`config.mk`:
```
export PLATFORM = sky130hd
export DESIGN_NAME = nvm_tick_divider
export DESIGN_NICKNAME = d
export VERILOG_FILES = /design/src/rtl/nvm_tick_pkg.sv /design/src/rtl/nvm_tick_cfg.sv /design/src/rtl/nvm_tick_counter.sv /design/src/rtl/nvm_tick_divider.sv
export SDC_FILE = /design/constraint.sdc
export NUM_CORES = 1
export LEC_CHECK = 0
export ABC_AREA = 1
export BUFFER_PORTS_ARGS = -buffer_cell sky130_fd_sc_hd__buf_2
export CAP_MARGIN = 20
export CORE_AREA = 3 3 48 50
export CTS_CLUSTER_DIAMETER = 100
export CTS_CLUSTER_SIZE = 20
export DETAILED_ROUTE_END_ITERATION = 8
export DIE_AREA = 0 0 51 53
export GPL_ROUTABILITY_DRIVEN = 0
export PLACE_DENSITY = 0.7
export SLEW_MARGIN = 25
export SYNTH_ARGS = -nofsm -noshare
export SYNTH_HDL_FRONTEND = slang
export SYNTH_SLANG_ARGS = --single-unit
export TNS_END_PERCENT = 10
```
`constraint.sdc`:
```
create_clock -name clk -period 1.23 [get_ports clk]
set_clock_uncertainty 0.15 [all_clocks]
set_input_delay 0.246 -clock clk [delete_from_list [all_inputs] [get_ports clk]]
set_output_delay 0.246 -clock clk [all_outputs]
set_load 0.02 [all_outputs]
```
`src/rtl/nvm_tick_pkg.sv`:
```
package nvm_tick_pkg;
  localparam int unsigned DIV_W  = 7;
  localparam int unsigned WORD_W = DIV_W + 1;

  // Next counter value: wraps to zero on the terminal count.
  function automatic logic [DIV_W-1:0] f_next_count(input logic [DIV_W-1:0] cnt,
                                                    input logic [DIV_W-1:0] ratio);
    if (cnt == ratio) return '0;
    return cnt + 1'b1;
  endfunction

  // Busy rule with the reset-sequence exception.
  function automatic logic f_write_allowed(input logic busy, input logic seq);
    return (!busy) || seq;
  endfunction

  // Read word layout: flag on top, ratio below.
  function automatic logic [WORD_W-1:0] f_read_word(input logic loaded,
                                                    input logic [DIV_W-1:0] ratio);
    return {loaded, ratio};
  endfunction
endpackage

```
`src/rtl/nvm_tick_cfg.sv`:
```
module nvm_tick_cfg
  import nvm_tick_pkg::*;
#(
  parameter int unsigned RW = DIV_W
) (
  input  logic          clk,
  input  logic          rst_n,
  input  logic          wr_hit,
  input  logic [RW-1:0] wr_ratio,
  input  logic          cmd_busy,
  input  logic          seq_active,
  output logic          accept,
  output logic          loaded,
  output logic [RW-1:0] ratio
);
  logic allowed;

  always_comb begin
    allowed = f_write_allowed(cmd_busy, seq_active);
    accept  = wr_hit && allowed && !loaded;
  end

  always_ff @(posedge clk or negedge rst_n) begin
    if (!rst_n) begin
      loaded <= 1'b0;
      ratio  <= '0;
    end else if (accept) begin
      loaded <= 1'b1;
      ratio  <= wr_ratio;
    end
  end

  p_lock_r4: assert property (@(posedge clk) disable iff (!rst_n)
    loaded |=> (loaded && $stable(ratio)));
  p_busy_refuse_r5: assert property (@(posedge clk) disable iff (!rst_n)
    (wr_hit && cmd_busy && !seq_active && !loaded) |=> !loaded);
  p_seq_accept_r6: assert property (@(posedge clk) disable iff (!rst_n)
    (wr_hit && seq_active && !loaded) |=> (loaded && ratio == $past(wr_ratio)));
  p_flag_set_r3: assert property (@(posedge clk) disable iff (!rst_n)
    $rose(loaded) |-> $past(wr_hit));
endmodule

```
`src/rtl/nvm_tick_counter.sv`:
```
module nvm_tick_counter
  import nvm_tick_pkg::*;
#(
  parameter int unsigned RW = DIV_W
) (
  input  logic          clk,
  input  logic          rst_n,
  input  logic          run,
  input  logic          restart,
  input  logic [RW-1:0] ratio,
  output logic          tick,
  output logic [RW-1:0] count
);
  logic terminal;

  always_comb begin
    terminal = (count == ratio);
    tick     = run && terminal;
  end

  always_ff @(posedge clk or negedge rst_n) begin
    if (!rst_n)       count <= '0;
    else if (restart) count <= '0;
    else if (!run)    count <= '0;
    else              count <= f_next_count(count, ratio);
  end

  p_no_tick_r8: assert property (@(posedge clk) disable iff (!rst_n)
    !run |-> !tick);
  p_gap_r7: assert property (@(posedge clk) disable iff (!rst_n)
    (tick && ratio != '0 && !restart) |=> !tick);
  p_range_r7: assert property (@(posedge clk) disable iff (!rst_n)
    run |-> (count <= ratio));
  p_restart_r3: assert property (@(posedge clk) disable iff (!rst_n)
    restart |=> (count == '0));
endmodule

```
`src/rtl/nvm_tick_divider.sv`:
```
module nvm_tick_divider
  import nvm_tick_pkg::*;
#(
  parameter int unsigned ADDR_W     = 4,
  parameter int unsigned CTRL_OFFS  = 0
) (
  input  logic              clk,
  input  logic              rst_n,
  input  logic [ADDR_W-1:0] reg_addr,
  input  logic              reg_we,
  input  logic [7:0]        reg_wdata,
  output logic [7:0]        reg_rdata,
  input  logic              cmd_busy,
  input  logic              seq_active,
  output logic              tick_en,
  output logic              div_loaded
);
  localparam logic [ADDR_W-1:0] OFFS = ADDR_W'(CTRL_OFFS);

  logic             sel_ctrl;
  logic             wr_hit;
  logic             load_evt;
  logic [DIV_W-1:0] ratio_q;
  logic [DIV_W-1:0] cnt_q;

  always_comb begin
    sel_ctrl = (reg_addr == OFFS);
    wr_hit   = reg_we && sel_ctrl;
  end

  nvm_tick_cfg #(.RW(DIV_W)) u_cfg (
    .clk       (clk),
    .rst_n     (rst_n),
    .wr_hit    (wr_hit),
    .wr_ratio  (reg_wdata[DIV_W-1:0]),
    .cmd_busy  (cmd_busy),
    .seq_active(seq_active),
    .accept    (load_evt),
    .loaded    (div_loaded),
    .ratio     (ratio_q)
  );

  nvm_tick_counter #(.RW(DIV_W)) u_cnt (
    .clk    (clk),
    .rst_n  (rst_n),
    .run    (div_loaded),
    .restart(load_evt),
    .ratio  (ratio_q),
    .tick   (tick_en),
    .count  (cnt_q)
  );

  always_comb begin
    reg_rdata = sel_ctrl ? f_read_word(div_loaded, ratio_q) : '0;
  end

  p_bit7_r9: assert property (@(posedge clk) disable iff (!rst_n)
    (load_evt) |=> (reg_rdata[7] || !sel_ctrl));
  p_stray_r9: assert property (@(posedge clk) disable iff (!rst_n)
    (reg_we && !sel_ctrl && !div_loaded) |=> !div_loaded);
endmodule

```
==> results.txt, run 1 <==
Slew @ Worst Pin - 0.352 ns
First-pass GRT wire length - 3400 µm
Top cells by area, synth - dfrtp_1 46%, nand2_1 12%, nor2_1 11%
Num ports - 27
Row count - 16
Final Setup Violations - 24
CP peak stage delay - 0.41 ns
Post-Synthesis Cells - 111
Final std cells w/o fill - 190
DIE AREA - 0.00270 mm²
PwrDens - 631 mW/mm²
Residual DRC - 0
Yosys top cell area share - 45.9%
Initial antenna violation count - 0
Violated checks - setup timing
Routed Antenna Nets - 0
Setup TNS Final - -4.57 ns
Status - finished, violations left
Met2 Usage GRT - 32.6%
Sequential cell area fraction in the yosys report - 45.9%
Mean Syn Cell Area - 7.37 µm²
Clock latency on the worst-skew pair - 0.29 ns
Global-route usage over all layers - 17.8%
Area of the core - 0.00194 mm²
RSZ-0062 raised after global routing - yes
Worst EP required - 0.83 ns
Post-route core utilization - 70.9%
CTS tree - done
R2R depth - 8
Final wirelength - 2240 µm
# diodes - 0
Max_cap viols - 0
Worst path top cell family by delay - simple AND/OR/NAND/NOR gates
Total grt overflow - 0
Final Hold Vio Count - 0
Tmin final - 1.74 ns
Vias in the first global route - 788
Final Cell Area - 0.00138 mm²
Slew headroom - 76.5%
Final worst setup slack - -0.508 ns
DP Cell Count - 181
Most Crowded Layer GR - met2
Leak pwr - 0.713 nW
CP max stage cell - dfrtp_1
M3 GR Usage - 3.94%
Via count of the routed design - 886
I/O Buffers - 25
Fmax - 0.575 GHz
Share of layout cells above drive strength 1 - 56.4%
Type of the worst setup path - reg2out
Hold crit path type - in2reg
Period utilisation layout - 141%
Starting density of the core - 42.1%
Final net count - 182
R2r setup slk - -0.31 ns
Reg-to-reg endpoint - u_cnt.count[0]$_DFF_PN0_
Initial DRC Count - 9
Synth cell types - 16
Syn nets - 129
Arrival @ worst endpoint - 1.34 ns
Crit path launch - u_cnt.count[2]$_DFF_PN0_
Synthesis-stage register bit count - 15
Routed len/inst - 11.8 µm
Max Slew Vio Count - 0
Cell Area, Placed - 0.00113 mm²
Crit Path Max Fanout - 3
H-Tree Depth - 1
Register clock-pin slew on the reported worst setup and hold paths - 0.09 ns
Area Overhead vs Synth - 68.3%
Critical path buffers and inverters - 2
Post-Syn Area - 818 µm²
CTS Buf Count - 3
Startpoint Class - register
Critical path cell sequence - inv_1, nand2_1, nand2_2, nand3_4, nor3_4, buf_6
Maximum vdd drop - 0.421 mV
Worst setup path endpoint - tick_en
CP Capture Type - output port
Synth area leader - dfrtp_1
Largest net degree at the start of global routing - 17
Placement Setup Slack - -0.283 ns
Die width - 51 µm
DP Wirelength - 1430 µm
Clk root buf - clkbuf_4
Drt pass-1 iters - 4
Stages on worst setup path - 6
GR Layer Usage met1 - 18.4%
Sink Count - 15
Reg2reg start - u_cnt.count[2]$_DFF_PN0_
Height of the die - 53 µm
Clock tree buffer depth - 2
Vias/cell - 4.66
Ys Warns - 0
[cell usage in the layout, fill, tap and decap left out, drive strengths merged, types with 3 or more instances in the layout]
| master | synthesis | layout |
|---|---|---|
| nor2 | 25 | 25 |
| inv | 20 | 20 |
| dfrtp | 15 | 15 |
| nand2 | 28 | 28 |
| clkbuf | 0 | 4 |
| buf | 1 | 48 |
| nor3 | 3 | 3 |
| xor2 | 3 | 3 |
| a21oi | 8 | 8 |
| nand3 | 5 | 5 |
[cells by family (layout without fill, tap and decap cells)]
family | count (synthesis) | after routing | synth area share, %
and+or+nand+nor | 61 | 61 | 30.1
buffers and inverters | 21 | 73 | 10.6
DFF | 15 | 15 | 45.9
AOI/OAI and AO/OA | 9 | 9 | 7.65
xor gates and xnor gates | 4 | 4 | 4.28
adders and majority gates | 1 | 1 | 1.53
[metal layers]
metal	vias up	share of wire, %
met5	-	0
met4	0	2.3
met3	8	5.3
met2	35	52
met1	408	40
li1	435	-
[cells in the mapped netlist]
master / number
nand3_1: 5
a21oi_2: 1
nand2_2: 1
nor2_1: 25
nand2_1: 27
inv_1: 18
inv_2: 2
xor2_1: 3
nor3_1: 2
a21oi_1: 7
xnor2_1: 1
dfrtp_1: 15
nor3_2: 1
o21bai_4: 1
buf_6: 1
ha_1: 1
[power by group]
part / internal, mW / switching (mW) / leakage (nW) / total, mW
clock network: 0.126 / 0.162 / 0.0150 / 0.288
registers: 0.493 / 0 / 0.153 / 0.493
logic: 0.0437 / 0.0448 / 0.545 / 0.0885
total: 0.662 / 0.207 / 0.713 / 0.869
[through the flow]
stage | hold slack (ns) | power [mW]
4_1_cts | 0.0513 | 0.874
6_report | 0.0539 | 0.869
2_1_floorplan | -0.200 | 0.520
3_3_place_gp | 0.0226 | 0.560
5_1_grt | 0.0664 | 0.910
3_5_place_dp | 0.0281 | 0.562
[final cells by class]
type | count | area (µm²)
Tap cell | 27 | 33.8
Sequential cell | 15 | 377
Inverter | 20 | 77.6
Multi-Input combinational cell | 75 | 472
Clock buffer | 4 | 26.3
Fill cell | 174 | 564
Timing Repair Buffer | 49 | 392
[timing repair]
item / CTS / global route
hold buffers: 1 / 0
gates resized for setup: 36 / 30
pin swaps: 12 / 6
endpoints found under the hold margin: 15 / 0
setup buffers: 2 / 3
setup endpoints to repair: 24 / 24
[sequential cells by signal, summed over array words and instances (netlist names)]
signal / cells
u_cfg.ratio: 7
u_cnt.count: 7
u_cfg.loaded: 1
[worst min-delay path, stage by stage]
cell	delay [ns]
buf_2	0.08
nor2_1	0.03
a21oi_1	0.10
[how the worst min path moves through the flow]
stage                             from                         end  slack (ns)  cells after the start
after global routing      reg_wdata[1]  u_cfg.ratio[1]$_DFFE_PN0N_        0.07                      3
final                     reg_wdata[5]  u_cfg.ratio[5]$_DFFE_PN0N_        0.05                      3
after floorplan                  rst_n    u_cfg.loaded$_DFFE_PN0N_       -0.20                      0
after detailed placement         rst_n  u_cfg.ratio[4]$_DFFE_PN0N_        0.03                      1
after CTS                 reg_wdata[5]  u_cfg.ratio[5]$_DFFE_PN0N_        0.05                      3
after global placement           rst_n  u_cfg.ratio[4]$_DFFE_PN0N_        0.02                      1
Note: power is estimated with default switching activity, not from simulation.
==> inputs of run 2 (changes only) <==
--- a/config.mk
+++ b/config.mk
@@ -8,13 +8,13 @@
 export ABC_AREA = 1
 export BUFFER_PORTS_ARGS = -buffer_cell sky130_fd_sc_hd__buf_2
 export CAP_MARGIN = 20
-export CORE_AREA = 3 3 48 50
+export CORE_AREA = 3 3 50 52
 export CTS_CLUSTER_DIAMETER = 100
 export CTS_CLUSTER_SIZE = 20
 export DETAILED_ROUTE_END_ITERATION = 8
-export DIE_AREA = 0 0 51 53
+export DIE_AREA = 0 0 53 55
 export GPL_ROUTABILITY_DRIVEN = 0
-export PLACE_DENSITY = 0.7
+export PLACE_DENSITY = 0.65
 export SLEW_MARGIN = 25
 export SYNTH_ARGS = -nofsm -noshare
 export SYNTH_HDL_FRONTEND = slang
==> results.txt, run 2 (same netlist as run 1, synthesis figures left out) <==
DP Wirelength - 1390 µm
Height of the die - 55 µm
Clock tree buffer depth - 2
Regs by FF count - u_cfg.ratio (7), u_cnt.count (7), u_cfg.loaded (1)
Routed len/inst - 10.2 µm
Reg2reg start - u_cnt.count[5]$_DFF_PN0_
CP max stage cell - dfrtp_1
Largest net degree at the start of global routing - 17
Setup TNS Final - -3.55 ns
CP peak stage delay - 0.39 ns
Crit path launch - u_cnt.count[5]$_DFF_PN0_
Global-route usage over all layers - 15.8%
H-Tree Depth - 1
Clock latency on the worst-skew pair - 0.28 ns
CTS tree - done
Vias/cell - 4.35
CTS Buf Count - 3
Fmax - 0.593 GHz
Worst EP required - 0.83 ns
Crit Path Max Fanout - 3
Startpoint Class - register
I/O Buffers - 25
Total grt overflow - 0
Num ports - 27
Arrival @ worst endpoint - 1.29 ns
Most common cell after layout, fill and taps aside - nand2_1
PwrDens - 636 mW/mm²
Hold crit path type - in2reg
CP Capture Type - output port
Sink Count - 15
# diodes - 0
Leak pwr - 0.736 nW
Most frequent CP cell - nand2_1
Period utilisation layout - 137%
Max Slew Vio Count - 0
DP Cell Count - 184
Routed Antenna Nets - 0
Register Area - 377 µm²
Combinational share of power - 8.4%
Commonest cells after routing, fill and taps aside - 26 x nand2_1, 23 x buf_4, 18 x nor2_1, 16 x buf_2, 14 x dfrtp_1
Register clock-pin slew on the reported worst setup and hold paths - 0.09 ns
Final Hold Vio Count - 0
Die width - 53 µm
Clk root buf - clkbuf_4
First-pass GRT wire length - 3270 µm
Internal - 0.652 mW
Status - finished, violations left
Maximum vdd drop - 0.536 mV
Via count of the routed design - 835
Tmin final - 1.69 ns
Max_cap viols - 0
Design Power - 0.848 mW
Residual DRC - 0
Slew headroom - 76.2%
Type of the worst setup path - reg2out
Slew @ Worst Pin - 0.358 ns
P_sw - 0.196 mW
Area of the core - 0.00215 mm²
Fillers - 198
Final std cells w/o fill - 192
Sw Ratio - 23.1%
Seq pwr share - 58.1%
Critical path cell sequence - inv_2, nand2_1, nand2_1, nor2_1, nand2_2, nor3_4, buf_6
Share of layout cells above drive strength 1 - 47.6%
Starting density of the core - 38.1%
Initial antenna violation count - 0
Initial DRC Count - 11
Vias in the first global route - 805
Final net count - 183
Final Setup Violations - 21
Drt pass-1 iters - 4
RSZ-0062 raised after global routing - yes
Final wirelength - 1950 µm
Area Overhead vs Synth - 63.0%
Hold path startpoint - reg_wdata[2]
DIE AREA - 0.00292 mm²
Row count - 17
Clock power frac - 33.5%
Final worst setup slack - -0.455 ns
Area of the multi-input gates - 445 µm²
Violated checks - setup timing
## run 2: changes by cell type in the layout (fill, tap and decap cells not counted), sizes merged
cell and delta:
buf +1
## run 2: stage by stage
step	setup slack (ns)	hold slack (ns)	area, µm²	utilization (%)
final	-0.455	0.0549	1330	62.1
after global routing	-0.548	0.0712	1330	62.1
after CTS	-0.480	0.0381	1290	60.2
after detailed placement	-0.233	0.0251	1140	53.2
after global placement	-0.185	0.0221	1140	53.2
after floorplan	-0.131	-0.200	836	-
## run 2: cell type report
class | instances | area share [%]
Multi-Input combinational cell | 75 | 33.4
Clock buffer | 4 | 1.97
Tap cell | 28 | 2.63
Sequential cell | 15 | 28.2
Timing Repair Buffer | 50 | 28.1
Inverter | 20 | 5.63
## run 2: layer usage
layer	track usage, %	up-vias	share of wire [%]
li1	-	439	-
met1	17.3	368	41
met2	29.5	26	52
met3	3.49	2	6.2
met4	6.38	0	0.61
met5	0	-	0
## run 2: final timing paths
| path | end | slack [ns] | cells after the start |
|---|---|---|---|
| hold reg to reg | u_cnt.count[0]$_DFF_PN0_ | 0.41 | 2 |
| setup / recovery | tick_en | -0.46 | 7 |
| setup reg to reg | u_cnt.count[3]$_DFF_PN0_ | -0.20 | 8 |
| max in group asynchronous | u_cfg.loaded$_DFFE_PN0N_ | 0.40 | 2 |
| hold / removal | u_cfg.ratio[2]$_DFFE_PN0N_ | 0.05 | 3 |
| min in group asynchronous | u_cfg.ratio[1]$_DFFE_PN0N_ | 0.24 | 2 |
## run 2: what timing repair did
item	CTS	global route
setup endpoints to repair	24	24
resized for setup	32	10
hold endpoints to repair	15	0
hold buffers	1	0
buffers inserted	3	0
pin swaps	4	10
## run 2: power groups by stage
| stage | Clock [mW] | Sequential, mW | Combinational [mW] |
|---|---|---|---|
| final | 0.285 | 0.493 | 0.0711 |
| after floorplan | 0 | 0.503 | 0.0174 |
| after CTS | 0.304 | 0.493 | 0.0719 |
| after global routing | 0.315 | 0.493 | 0.0791 |
| after detailed placement | 0 | 0.502 | 0.0606 |
| after global placement | 0 | 0.502 | 0.0585 |
## run 2: worst max-delay path: cells and delay by family, from the launching register on
family	cells	cell delay, ns
buffers and inverters	2	0.19
DFF	1	0.39
and+or+nand+nor	5	0.43
==> inputs of run 3 (changes only) <==
--- a/config.mk
+++ b/config.mk
@@ -14,7 +14,7 @@
 export DETAILED_ROUTE_END_ITERATION = 8
 export DIE_AREA = 0 0 53 55
 export GPL_ROUTABILITY_DRIVEN = 0
-export PLACE_DENSITY = 0.65
+export PLACE_DENSITY_LB_ADDON = 0.12
 export SLEW_MARGIN = 25
 export SYNTH_ARGS = -nofsm -noshare
 export SYNTH_HDL_FRONTEND = slang
==> results.txt, run 3 (same netlist as run 1, synthesis figures left out) <==
Status - finished, violations left
Violated checks - setup timing
Crit path launch - u_cnt.count[3]$_DFF_PN0_
Drt pass-1 iters - 4
P_sw - 0.202 mW
Register clock-pin slew on the reported worst setup and hold paths - 0.10 ns
Combinational share of power - 8.7%
Die width - 53 µm
Setup TNS Final - -4.12 ns
Fillers - 205
Share of layout cells above drive strength 1 - 53.3%
Clock latency on the worst-skew pair - 0.28 ns
Hold crit path type - in2reg
Leak pwr - 0.728 nW
Commonest cells after routing, fill and taps aside - 23 x nand2_1, 23 x buf_4, 16 x buf_2, 14 x dfrtp_1, 13 x nor2_1
Clock power frac - 33.8%
First-pass GRT wire length - 3110 µm
Global-route usage over all layers - 14.7%
Seq pwr share - 57.6%
Clk root buf - clkbuf_4
Final net count - 184
H-Tree Depth - 1
Final worst setup slack - -0.502 ns
Fmax - 0.577 GHz
Total grt overflow - 0
Tmin final - 1.73 ns
Internal - 0.654 mW
Max_cap viols - 0
Vias in the first global route - 801
CTS tree - done
PwrDens - 624 mW/mm²
Arrival @ worst endpoint - 1.34 ns
Worst EP required - 0.83 ns
Regs by FF count - u_cfg.ratio (7), u_cnt.count (7), u_cfg.loaded (1)
Routed len/inst - 10.6 µm
CTS Buf Count - 3
Initial antenna violation count - 0
Maximum vdd drop - 0.336 mV
CP Capture Type - output port
Startpoint Class - register
Row count - 17
Largest net degree at the start of global routing - 17
Post-route core utilization - 63.9%
Height of the die - 55 µm
R2r setup slk - -0.27 ns
Period utilisation layout - 141%
Slew @ Worst Pin - 0.345 ns
Area of the core - 0.00215 mm²
Type of the worst setup path - reg2out
Residual DRC - 0
DP Wirelength - 1380 µm
Via count of the routed design - 851
Sw Ratio - 23.6%
Vias/cell - 4.41
Crit Path Max Fanout - 3
DIE AREA - 0.00292 mm²
Reg2reg start - u_cnt.count[3]$_DFF_PN0_
Starting density of the core - 38.1%
Routed Antenna Nets - 0
Max Slew Vio Count - 0
Clock tree buffer depth - 2
Hold path startpoint - reg_wdata[2]
Num ports - 27
RSZ-0062 raised after global routing - yes
Sink Count - 15
Area Overhead vs Synth - 67.7%
Hold slack - 0.0613 ns
Slew headroom - 77.0%
Final Hold Vio Count - 0
I/O Buffers - 25
Initial DRC Count - 6
Final Setup Violations - 24
# diodes - 0
Final wirelength - 2050 µm
## run 3: changes by cell type in the layout (fill, tap and decap cells not counted), sizes merged
cell / previous run / this run
buf: 49 / 50
## run 3: path summary, 6_finish.rpt
| path | end | cells after the start |
|---|---|---|
| worst max register to register | u_cnt.count[0]$_DFF_PN0_ | 8 |
| worst min-delay path | u_cfg.ratio[2]$_DFFE_PN0N_ | 3 |
| worst max-delay path | tick_en | 7 |
| min in group asynchronous | u_cnt.count[3]$_DFF_PN0_ | 2 |
| worst min register to register | u_cnt.count[0]$_DFF_PN0_ | 1 |
| max in group asynchronous | u_cfg.loaded$_DFFE_PN0N_ | 2 |
## run 3: routing by layer
| layer | GRT usage [%] | share of wire (%) |
|---|---|---|
| met5 | 0 | 0 |
| met2 | 27.7 | 53 |
| met1 | 16.7 | 41 |
| met4 | 5.11 | 0.39 |
| met3 | 2.41 | 5.6 |
## run 3: critical path, stage by stage, from the launching register on
cell and delay [ns]:
dfrtp_1 0.41, inv_2 0.06, nand2_2 0.05, nand2_2 0.07
nor2_4 0.12, nand2_2 0.08, nor3_4 0.12, buf_6 0.14
## run 3: area by class of cell
class	count	area (µm²)	share of cell area [%]
timing repair buffer	51	387	28.2
clock buffer	4	26.3	1.91
multi-input combinational	75	473	34.5
inverter	20	75.1	5.47
sequential	15	377	27.4
tap	28	35.0	2.55
## run 3: power groups by stage
stage          sequential [mW]  combinational (mW)  clock, mW
3_5_place_dp             0.502              0.0602          0
3_3_place_gp             0.502              0.0591          0
6_report                 0.493              0.0743      0.289
4_1_cts                  0.493              0.0735      0.301
5_1_grt                  0.493              0.0834      0.319
2_1_floorplan            0.503              0.0174          0
## run 3: what timing repair did
item                                    4_1_cts  5_1_grt
hold endpoints to repair                     15        0
hold buffers                                  1        0
buffers inserted                              1        3
resized for setup                            30       24
pin swaps                                     6        9
endpoints found under the setup margin       24       24
## run 3: stage by stage
stage / area (µm²) / total power [mW] / std cells / worst slack, ns
after global routing: 1370 / 0.895 / 193 / -0.559
after floorplan: 836 / 0.520 / 111 / -0.131
after detailed placement: 1140 / 0.563 / 184 / -0.239
after global placement: 1140 / 0.562 / 184 / -0.211
after CTS: 1270 / 0.867 / 190 / -0.507
final: 1370 / 0.856 / 193 / -0.502
